<file path="config.mk">
export PLATFORM = sky130hd
export DESIGN_NAME = pwrgood_filter
export DESIGN_NICKNAME = d
export VERILOG_FILES = /design/src/rtl/pg_pkg.sv /design/src/rtl/pg_window.sv /design/src/rtl/pg_qual_timer.sv /design/src/rtl/pwrgood_filter.sv
export SDC_FILE = /design/constraint.sdc
export NUM_CORES = 1
export LEC_CHECK = 0
export ABC_AREA = 1
export BUFFER_PORTS_ARGS = -buffer_cell sky130_fd_sc_hd__buf_2
export CAP_MARGIN = 5
export CORE_MARGIN = 2
export CORE_UTILIZATION = 53
export CTS_CLUSTER_DIAMETER = 100
export DETAILED_ROUTE_END_ITERATION = 7
export PLACE_DENSITY_LB_ADDON = 0.3
export SYNTH_ARGS = -nofsm -noshare
export SYNTH_HDL_FRONTEND = slang
export SYNTH_SLANG_ARGS = --single-unit
</file>
<file path="constraint.sdc">
create_clock -name clk -period 2.6 [get_ports clk]
set_clock_uncertainty 0.1 [all_clocks]
set_input_delay 0.13 -clock clk [delete_from_list [all_inputs] [get_ports clk]]
set_output_delay 0.13 -clock clk [all_outputs]
set_load 0.01 [all_outputs]
</file>
<file path="src/rtl/pg_pkg.sv">
package pg_pkg;

  // Low edge of the in-window band (inclusive).
  function automatic int unsigned uv_limit(input int unsigned ref_code);
    return ref_code - (ref_code / 10);
  endfunction

  // High edge of the in-window band (inclusive).
  function automatic int unsigned ov_limit(input int unsigned ref_code);
    return ref_code + (ref_code / 10);
  endfunction

  // Bits needed to count 0 .. limit.
  function automatic int unsigned timer_width(input int unsigned limit);
    return (limit < 2) ? 1 : $clog2(limit + 1);
  endfunction

endpackage

</file>
<file path="src/rtl/pg_window.sv">
module pg_window #(
  parameter int unsigned CODE_W   = 10,
  parameter int unsigned REF_CODE = 400
) (
  input  logic [CODE_W-1:0] code,
  output logic              uv_hit,
  output logic              ov_hit,
  output logic              in_win
);
  localparam int unsigned UV_I = pg_pkg::uv_limit(REF_CODE);
  localparam int unsigned OV_I = pg_pkg::ov_limit(REF_CODE);
  localparam logic [CODE_W:0] UV_C = (CODE_W+1)'(UV_I);
  localparam logic [CODE_W:0] OV_C = (CODE_W+1)'(OV_I);

  logic [CODE_W:0] code_x;
  assign code_x = {1'b0, code};

  always_comb begin
    uv_hit = (code_x < UV_C);
    ov_hit = (code_x > OV_C);
    in_win = !(uv_hit || ov_hit);
  end

  // the band is never empty, so both limits cannot be crossed at once
  always_comb begin
    assert_uv_ov_exclusive_R1: assert (!(uv_hit && ov_hit));
  end

endmodule

</file>
<file path="src/rtl/pg_qual_timer.sv">
module pg_qual_timer #(
  parameter int unsigned LIMIT = 8
) (
  input  logic clk,
  input  logic rst_n,
  input  logic run,
  output logic done
);
  localparam int unsigned W = pg_pkg::timer_width(LIMIT);
  localparam logic [W-1:0] LAST = W'(LIMIT - 1);
  localparam logic [W-1:0] TOP  = W'(LIMIT);

  logic [W-1:0] cnt_q;
  logic [W-1:0] cnt_d;

  always_comb begin
    done  = run && (cnt_q == LAST);
    cnt_d = (!run || done) ? '0 : cnt_q + W'(1);
  end

  always_ff @(posedge clk or negedge rst_n) begin
    if (!rst_n) cnt_q <= '0;
    else        cnt_q <= cnt_d;
  end

  // the count never passes the expiry value
  assert_cnt_bound_R4: assert property (@(posedge clk) disable iff (!rst_n)
    cnt_q < TOP);

  // a stop in the run condition clears the count (no accumulation)
  assert_clear_on_stop_R5: assert property (@(posedge clk) disable iff (!rst_n)
    !run |=> (cnt_q == '0));

endmodule

</file>
<file path="src/rtl/pwrgood_filter.sv">
module pwrgood_filter #(
  parameter int unsigned CODE_W    = 10,
  parameter int unsigned REF_CODE  = 400,
  parameter int unsigned ENTER_CYC = 32500,
  parameter int unsigned EXIT_CYC  = 7500
) (
  input  logic              clk,
  input  logic              rst_n,
  input  logic [CODE_W-1:0] fb_code,
  input  logic              run_en,
  input  logic              uvlo,
  input  logic              ovr_temp,
  output logic              pg,
  output logic              pd_en
);
  logic uv_hit, ov_hit, in_win;
  logic force_low;
  logic enter_run, exit_run;
  logic enter_done, exit_done;
  logic good_q, good_d;
  logic pd_q;

  pg_window #(.CODE_W(CODE_W), .REF_CODE(REF_CODE)) u_win (
    .code   (fb_code),
    .uv_hit (uv_hit),
    .ov_hit (ov_hit),
    .in_win (in_win)
  );

  assign force_low = !run_en || uvlo || ovr_temp;
  assign enter_run = good_q && !in_win && !force_low;
  assign exit_run  = !good_q && in_win && !force_low;

  pg_qual_timer #(.LIMIT(ENTER_CYC)) u_enter (
    .clk (clk), .rst_n (rst_n), .run (enter_run), .done (enter_done)
  );

  pg_qual_timer #(.LIMIT(EXIT_CYC)) u_exit (
    .clk (clk), .rst_n (rst_n), .run (exit_run), .done (exit_done)
  );

  always_comb begin
    good_d = good_q;
    if (force_low)                 good_d = 1'b0;
    else if (good_q && enter_done) good_d = 1'b0;
    else if (!good_q && exit_done) good_d = 1'b1;
  end

  always_ff @(posedge clk or negedge rst_n) begin
    if (!rst_n) begin
      good_q <= 1'b0;
      pd_q   <= 1'b1;
    end else begin
      good_q <= good_d;
      pd_q   <= !good_d;
    end
  end

  assign pg    = good_q;
  assign pd_en = pd_q;

  // any override drops the status at the next edge
  assert_override_low_R6: assert property (@(posedge clk) disable iff (!rst_n)
    force_low |=> !pg);

  // a rise only follows a completed exit qualification
  assert_rise_qualified_R3: assert property (@(posedge clk) disable iff (!rst_n)
    $rose(pg) |-> $past(exit_done));

  // a fall needs an override or a completed entry qualification
  assert_fall_cause_R2: assert property (@(posedge clk) disable iff (!rst_n)
    $fell(pg) |-> ($past(force_low) || $past(enter_done)));

  // an in-window sample with no override keeps an asserted status
  assert_hold_in_window_R4: assert property (@(posedge clk) disable iff (!rst_n)
    (pg && in_win && !force_low) |=> pg);

  // pull-down enable mirrors the status
  assert_pd_inverse_R9: assert property (@(posedge clk) disable iff (!rst_n)
    pd_en == !pg);

endmodule

</file>
==> metrics.txt, run 1 <==
Worst setup SP type register; layout cells sized above 1 0.225; mapped cell area 1850 um^2; routed via count about 1500; num rows 21; Final Cycle Share 0.687; Die ar. 3980 um^2; Max Cap Violations 0; Slew Limit Fails 0; Die H 63.1 um; Boundary Pins 17; RePlAce Congestion 0.847; PortBufs 16; first-pass GRT wire length approximately 6 mm; Initial Util 0.555; Reg area around 750 um^2; CTS Hold Buffers Added 1; antenna-violating nets left 0; relative slew slack 0.547; crit path time final 1.79 ns; sequential area share after synthesis 0.406; crit path kind register to register; Syn Inst Count approximately 240; syn nets 256; HPWL after detailed placement approximately 2.4 mm; GRT Total Usage 0.190; Clock transition at path regs 0.10 ns; Setup crit end kind register; status complete, no violations; met2 GRT Util 0.330; DR vias/cell ~4.7; initial antenna violation count 0; CTS tree built; TNS Setup 0 ns; Inserted Clock Buffers 5; Hold Vio Cnt, Final 0; Netlist cell types 29; area grow syn2layout 9.73%; drt drc 0; Multi-input gate area ~900 um^2; GRT Residual Overflow 0; busiest grt layer met2; Worst Path Arrival about 1.9 ns; post-CTS sizing 0; Peak VDD IR 0.000283 V; met1 Use GR 0.213; largest net degree at the start of global routing 31; initial DRC count 27; clk sink count 30; Req. time, crit path about 2.8 ns; fin nets 278; fill count roughly 320; Pre-Repair DR Iteration Count 4; fin worst setup slack roughly 0.81 ns; critical-path maximum fanout 13; Chip Width roughly 63 um; synth warn 0; Routed WL about 3.2 mm; Root Buffer Master clkbuf_4; post-CTS setup buffer count 0; Final Setup Violations 0; leakage slightly below 0.9 nW; dpl ws 0.812 ns; deepest clock path buffer count 2; Slew @ Worst Pin 0.680 ns; Diodes inserted 0; Routed WL per cell between 10 and 15 um; RSZ-0062 raised after global routing no; Core ar. about 3300 um^2; register bit count reported by yosys 30; syn avg cell area about 7.7 um^2; pwr/cell area around 400 nW/um^2; clk_lat worst skew roughly 0.35 ns; vias in the first global route between 1000 and 1500; fmax approximately 560 MHz; Min-Delay Path Class primary input to register; CTS H-tree depth 2; met3 Use GR 0.0696
==> cells by family (layout without fill, tap and decap cells) <==
group / after synthesis / in the layout / share of synthesized area
buf+inv: 42 / 65 / 0.0980
flops: 30 / 30 / 0.406
compound gates: 6 / 6 / 0.0182
fa+ha+maj: 2 / 2 / 0.0135
simple gates: 146 / 146 / 0.403
xor+xnor: 13 / 13 / 0.0615
==> sequential cells by signal, indices dropped and copies added (netlist names) <==
| register | flops |
|---|---|
| u_exit.cnt_q | 13 |
| pd_en | 1 |
| pg | 1 |
| u_enter.cnt_q | 15 |
==> report_power, final <==
group          internal (mW)  leakage, nW  total (mW)  switching, mW
combinational         0.0157        0.430      0.0445         0.0288
clock                  0.130       0.0343       0.304          0.174
sequential             0.467        0.416       0.467       0.000480
total                  0.612        0.880       0.815          0.203
==> cell type report <==
type | count | area share
inverter | 40 | 0.0739
clock buffer | 6 | 0.0252
sequential | 30 | 0.370
multi-input combinational | 167 | 0.452
tap | 46 | 0.0283
timing repair buffer | 17 | 0.0443
clock inverter | 2 | 0.00616
==> through the flow <==
| step | utilization | power (mW) | hold slack, ns | instance area, um^2 | instances |
|---|---|---|---|---|---|
| global placement | 0.587 | 0.519 | 0.0951 | 1960 | 299 |
| detailed placement | 0.587 | 0.520 | 0.102 | 1960 | 299 |
| finish | 0.609 | 0.815 | 0.0978 | 2030 | 308 |
| CTS | 0.609 | 0.827 | 0.0723 | 2030 | 308 |
| floorplan | - | 0.497 | -0.266 | 1850 | 239 |
| global route | 0.609 | 0.848 | 0.143 | 2030 | 308 |
==> worst max-delay path: stages (launching register included) <==
cell and delay [ns]:
dfrtp_1 0.43, ha_1 0.30, nand2_1 0.10, nor2_1 0.05, nand3b_1 0.09, nand4_2 0.34
nor3_1 0.27
==> metal layers <==
layer  wire length, um  part of all wire
met5                 0                 0
met4                51             0.016
met1              1510              0.47
met3                84             0.026
met2              1600              0.49
==> cell usage after synthesis (all sizes together) <==
cell | instances | area share
nand3 | 11 | 0.032
a21oi | 3 | 0.0081
nand2 | 56 | 0.12
xnor2 | 3 | 0.014
dfrtp | 29 | 0.39
ha | 2 | 0.014
inv | 40 | 0.081
nand4 | 6 | 0.024
nor3 | 13 | 0.060
dfstp | 1 | 0.014
o21ai | 2 | 0.0054
nor3b | 1 | 0.0041
nand3b | 3 | 0.019
xor2 | 10 | 0.047
buf | 2 | 0.017
nor2 | 56 | 0.14
a31o | 1 | 0.0047
==> placed cells by master (no fill, tap or decap), drive strengths merged, types with 3 or more instances in the layout <==
cell    instances
nor3           13
nor2           56
xor2           10
nand4           6
nand2          56
nand3          11
dfrtp          29
xnor2           3
inv            40
nand3b          3
clkbuf          6
buf            16
a21oi           3
==> worst paths after layout <==
check,from,endpoint,slack (ns),depth (start not counted)
setup / recovery,u_exit.cnt_q[0],u_exit.cnt_q[2],0.81,6
max in group asynchronous,rst_n,u_enter.cnt_q[13],1.70,2
hold reg to reg,u_enter.cnt_q[0],u_enter.cnt_q[0],0.36,1
hold / removal,ovr_temp,pg,0.1,6
min in group asynchronous,rst_n,u_exit.cnt_q[6],0.25,2
setup reg to reg,u_exit.cnt_q[0],u_exit.cnt_q[2],0.81,6
No activity file was read; power rests on OpenSTA's default activity.
==> inputs of run 2 (changes only) <==
==> constraint.sdc (replaced) <==
create_clock -name clk -period 1.45 [get_ports clk]
set_clock_uncertainty 0.1 [all_clocks]
set_input_delay 0.0725 -clock clk [delete_from_list [all_inputs] [get_ports clk]]
set_output_delay 0.0725 -clock clk [all_outputs]
set_load 0.01 [all_outputs]
==> run 2 against run 1 <==
Effect of this change:
- the flow now finishes with violations (setup timing)
- worst setup slack got worse by 0.83 ns
- flip-flop and latch count unchanged
- die area did not move
- non-clock buffer count rose by 16
- cell count up 5.5%
- final area rose by 14%
- first-iteration DRC count is 110% higher
- clock-buffer cell count is 1 higher
- critical path depth up 1
- combinational power rose by 100%
- maximum frequency is 21% higher
- largest cell class unchanged
==> metrics.txt, run 2 (synthesis results as in run 1) <==
Initial Util 0.555 (unchanged); Reg area 754 um^2 (was 752 um^2); Req. time, crit path 1.57 ns (was 2.76 ns); Worst setup SP type register (unchanged); failing checks setup timing; routed via count 1548 (was 1451); initial DRC count 57 (was 27); Diodes inserted 0 (unchanged); Slew Limit Fails 0 (unchanged); Reg2Reg Depth 7 (was 6); GRT Residual Overflow 0 (unchanged); Hold Vio Cnt, Final 0 (unchanged); relative slew slack 0.555 (was 0.547); fill count 294 (was 318); met3 wire length 93 um (was 84 um); PortBufs 16 (unchanged); Clock transition at path regs 0.09 ns (was 0.10 ns); fin worst setup slack -0.0215 ns (was 0.813 ns); Slew @ Worst Pin 0.668 ns (was 0.680 ns); Top Layer Used met4 (unchanged); Setup crit end kind register (unchanged); clk sink count 30 (unchanged); Chip Width 63.1 um (unchanged); Routed WL per cell 11.7 um (was 10.5 um); fin nets 295 (was 278); layout cells sized above 1 0.366 (was 0.225); TNS Setup -0.0434 ns (was 0 ns); clk_lat worst skew 0.33 ns (was 0.35 ns); RePlAce Congestion 0.819 (was 0.847); dpl ws -0.117 ns (was 0.812 ns); Max Cap Violations 0 (unchanged); crit path kind register to register (unchanged); Inserted Clock Buffers 5 (unchanged); Metal-1 WL 1.70 mm (was 1.51 mm); Multi-input gate area 1070 um^2 (was 918 um^2); Tot Pwr 1.44 mW (was 0.815 mW); initial antenna violation count 0 (unchanged); area grow syn2layout 25.5% (was 9.73%); post-layout util 0.697 (was 0.609); Boundary Pins 17 (unchanged); most common cell after layout, fill and taps aside nand2_1 (unchanged); max FFs per register 15 (unchanged); pwr/cell area 621 nW/um^2 (was 401 nW/um^2); num rows 21 (unchanged); CTS tree built (unchanged); fmax 680 MHz (was 560 MHz); vias in the first global route 1606 (was 1480); R2R setup slack -0.02 ns (was 0.81 ns); Min-Delay Path Class primary input to register (unchanged); commonest non-fill, non-tap cells in the layout nand2_1 (46), inv_1 (37), nor2_1 (32) (was nand2_1 (50), nor2_1 (41), inv_1 (39)); Die H 63.1 um (unchanged); leakage 1.01 nW (was 0.880 nW); Worst Path Arrival 1.59 ns (was 1.94 ns); deepest clock path buffer count 2 (unchanged); drt drc 0 (unchanged); Routed WL 3.81 mm (was 3.24 mm); Final Cycle Share 1.01 (was 0.687); antenna-violating nets left 0 (unchanged); CTS H-tree depth 2 (unchanged); crit path to u_enter.cnt_q[12] (was u_exit.cnt_q[2]); Worst R2R End u_enter.cnt_q[12] (was u_exit.cnt_q[2]); first-pass GRT wire length 6.55 mm (was 5.90 mm); biggest regs u_enter.cnt_q (15), u_exit.cnt_q (13) (unchanged); Peak VDD IR 0.000479 V (was 0.000283 V); met2 wire len 1.94 mm (was 1.60 mm); Root Buffer Master clkbuf_4 (unchanged); HPWL after detailed placement 2.54 mm (was 2.38 mm); Die ar. 3980 um^2 (unchanged); largest register by flop count u_enter.cnt_q (unchanged); critical-path maximum fanout 8 (was 13); status finished, violations left (was complete, no violations); Final Setup Violations 5 (was 0); CP startpoint u_enter.cnt_q[1] (was u_exit.cnt_q[0]); hold path start uvlo (was ovr_temp); Pre-Repair DR Iteration Count 4 (unchanged); FF-to-FF Start u_enter.cnt_q[1] (was u_exit.cnt_q[0]); DR vias/cell 4.76 (was 4.71); crit path time final 1.47 ns (was 1.79 ns); GRT Total Usage 0.211 (was 0.190); Core ar. 3340 um^2 (unchanged); RSZ-0062 raised after global routing yes (was no); largest net degree at the start of global routing 31 (unchanged)
## run 2: cell types whose count changed in the layout (fill, tap and decap cells not counted), moves of 4 or more
| cell | previous run | this run |
|---|---|---|
| buf_4 | 0 | 13 |
| nor2_1 | 41 | 32 |
| nor2_2 | 13 | 19 |
| nand2_1 | 50 | 46 |
| nand2_2 | 5 | 9 |
| nor3_4 | 1 | 5 |
## run 2: layout make-up
cell class | instances | share of cell area
clock buffers | 7 | 0.0237
clock inverters | 1 | 0.00215
well taps | 46 | 0.0248
flip-flops and latches | 30 | 0.325
multi-input cells | 168 | 0.462
repair buffers | 33 | 0.0985
inverters | 40 | 0.0646
## run 2: repair_timing
action / in CTS / in global routing
setup endpoints to repair: 15 / 30
endpoints found under the hold margin: 30 / 0
pin swaps: 0 / 12
resized for setup: 4 / 35
hold buffers: 2 / 0
buffers inserted: 2 / 2
gates cloned: 1 / 0
## run 2: how the worst min path moves through the flow
stage | end | slack, ns | cells after the start
floorplan | pg | -0.32 | 0
global placement | u_exit.cnt_q[8] | 0.04 | 1
detailed placement | u_exit.cnt_q[8] | 0.04 | 1
CTS | pd_en | 0.17 | 7
global route | u_exit.cnt_q[8] | 0.23 | 2
finish | pd_en | 0.19 | 7
## run 2: layer usage
| layer | vias up | track usage |
|---|---|---|
| met5 | - | 0 |
| met2 | 18 | 0.364 |
| met1 | 712 | 0.241 |
| li1 | 811 | - |
| met4 | 0 | 0.0972 |
| met3 | 7 | 0.0589 |
## run 2: where the power goes
part	leakage [nW]	internal (mW)	switching [mW]
Combinational	0.564	0.0330	0.0558
Clock	0.0353	0.235	0.284
Sequential	0.412	0.837	0.000450
## run 2: critical path, cell delays in order, from the launching register on
cell and delay, ns:
dfrtp_1 0.37, ha_2 0.19, inv_2 0.05, nor2_2 0.08
nand4_1 0.10, nor2_2 0.15, nand3b_4 0.26, nor2_1 0.07
## run 2: stage by stage
step,cells,area (um^2),hold slack (ns)
after floorplan,239,1850,-0.323
after global placement,310,2060,0.0375
after detailed placement,310,2060,0.0396
after CTS,323,2180,0.173
after global routing,325,2320,0.231
final,325,2320,0.187
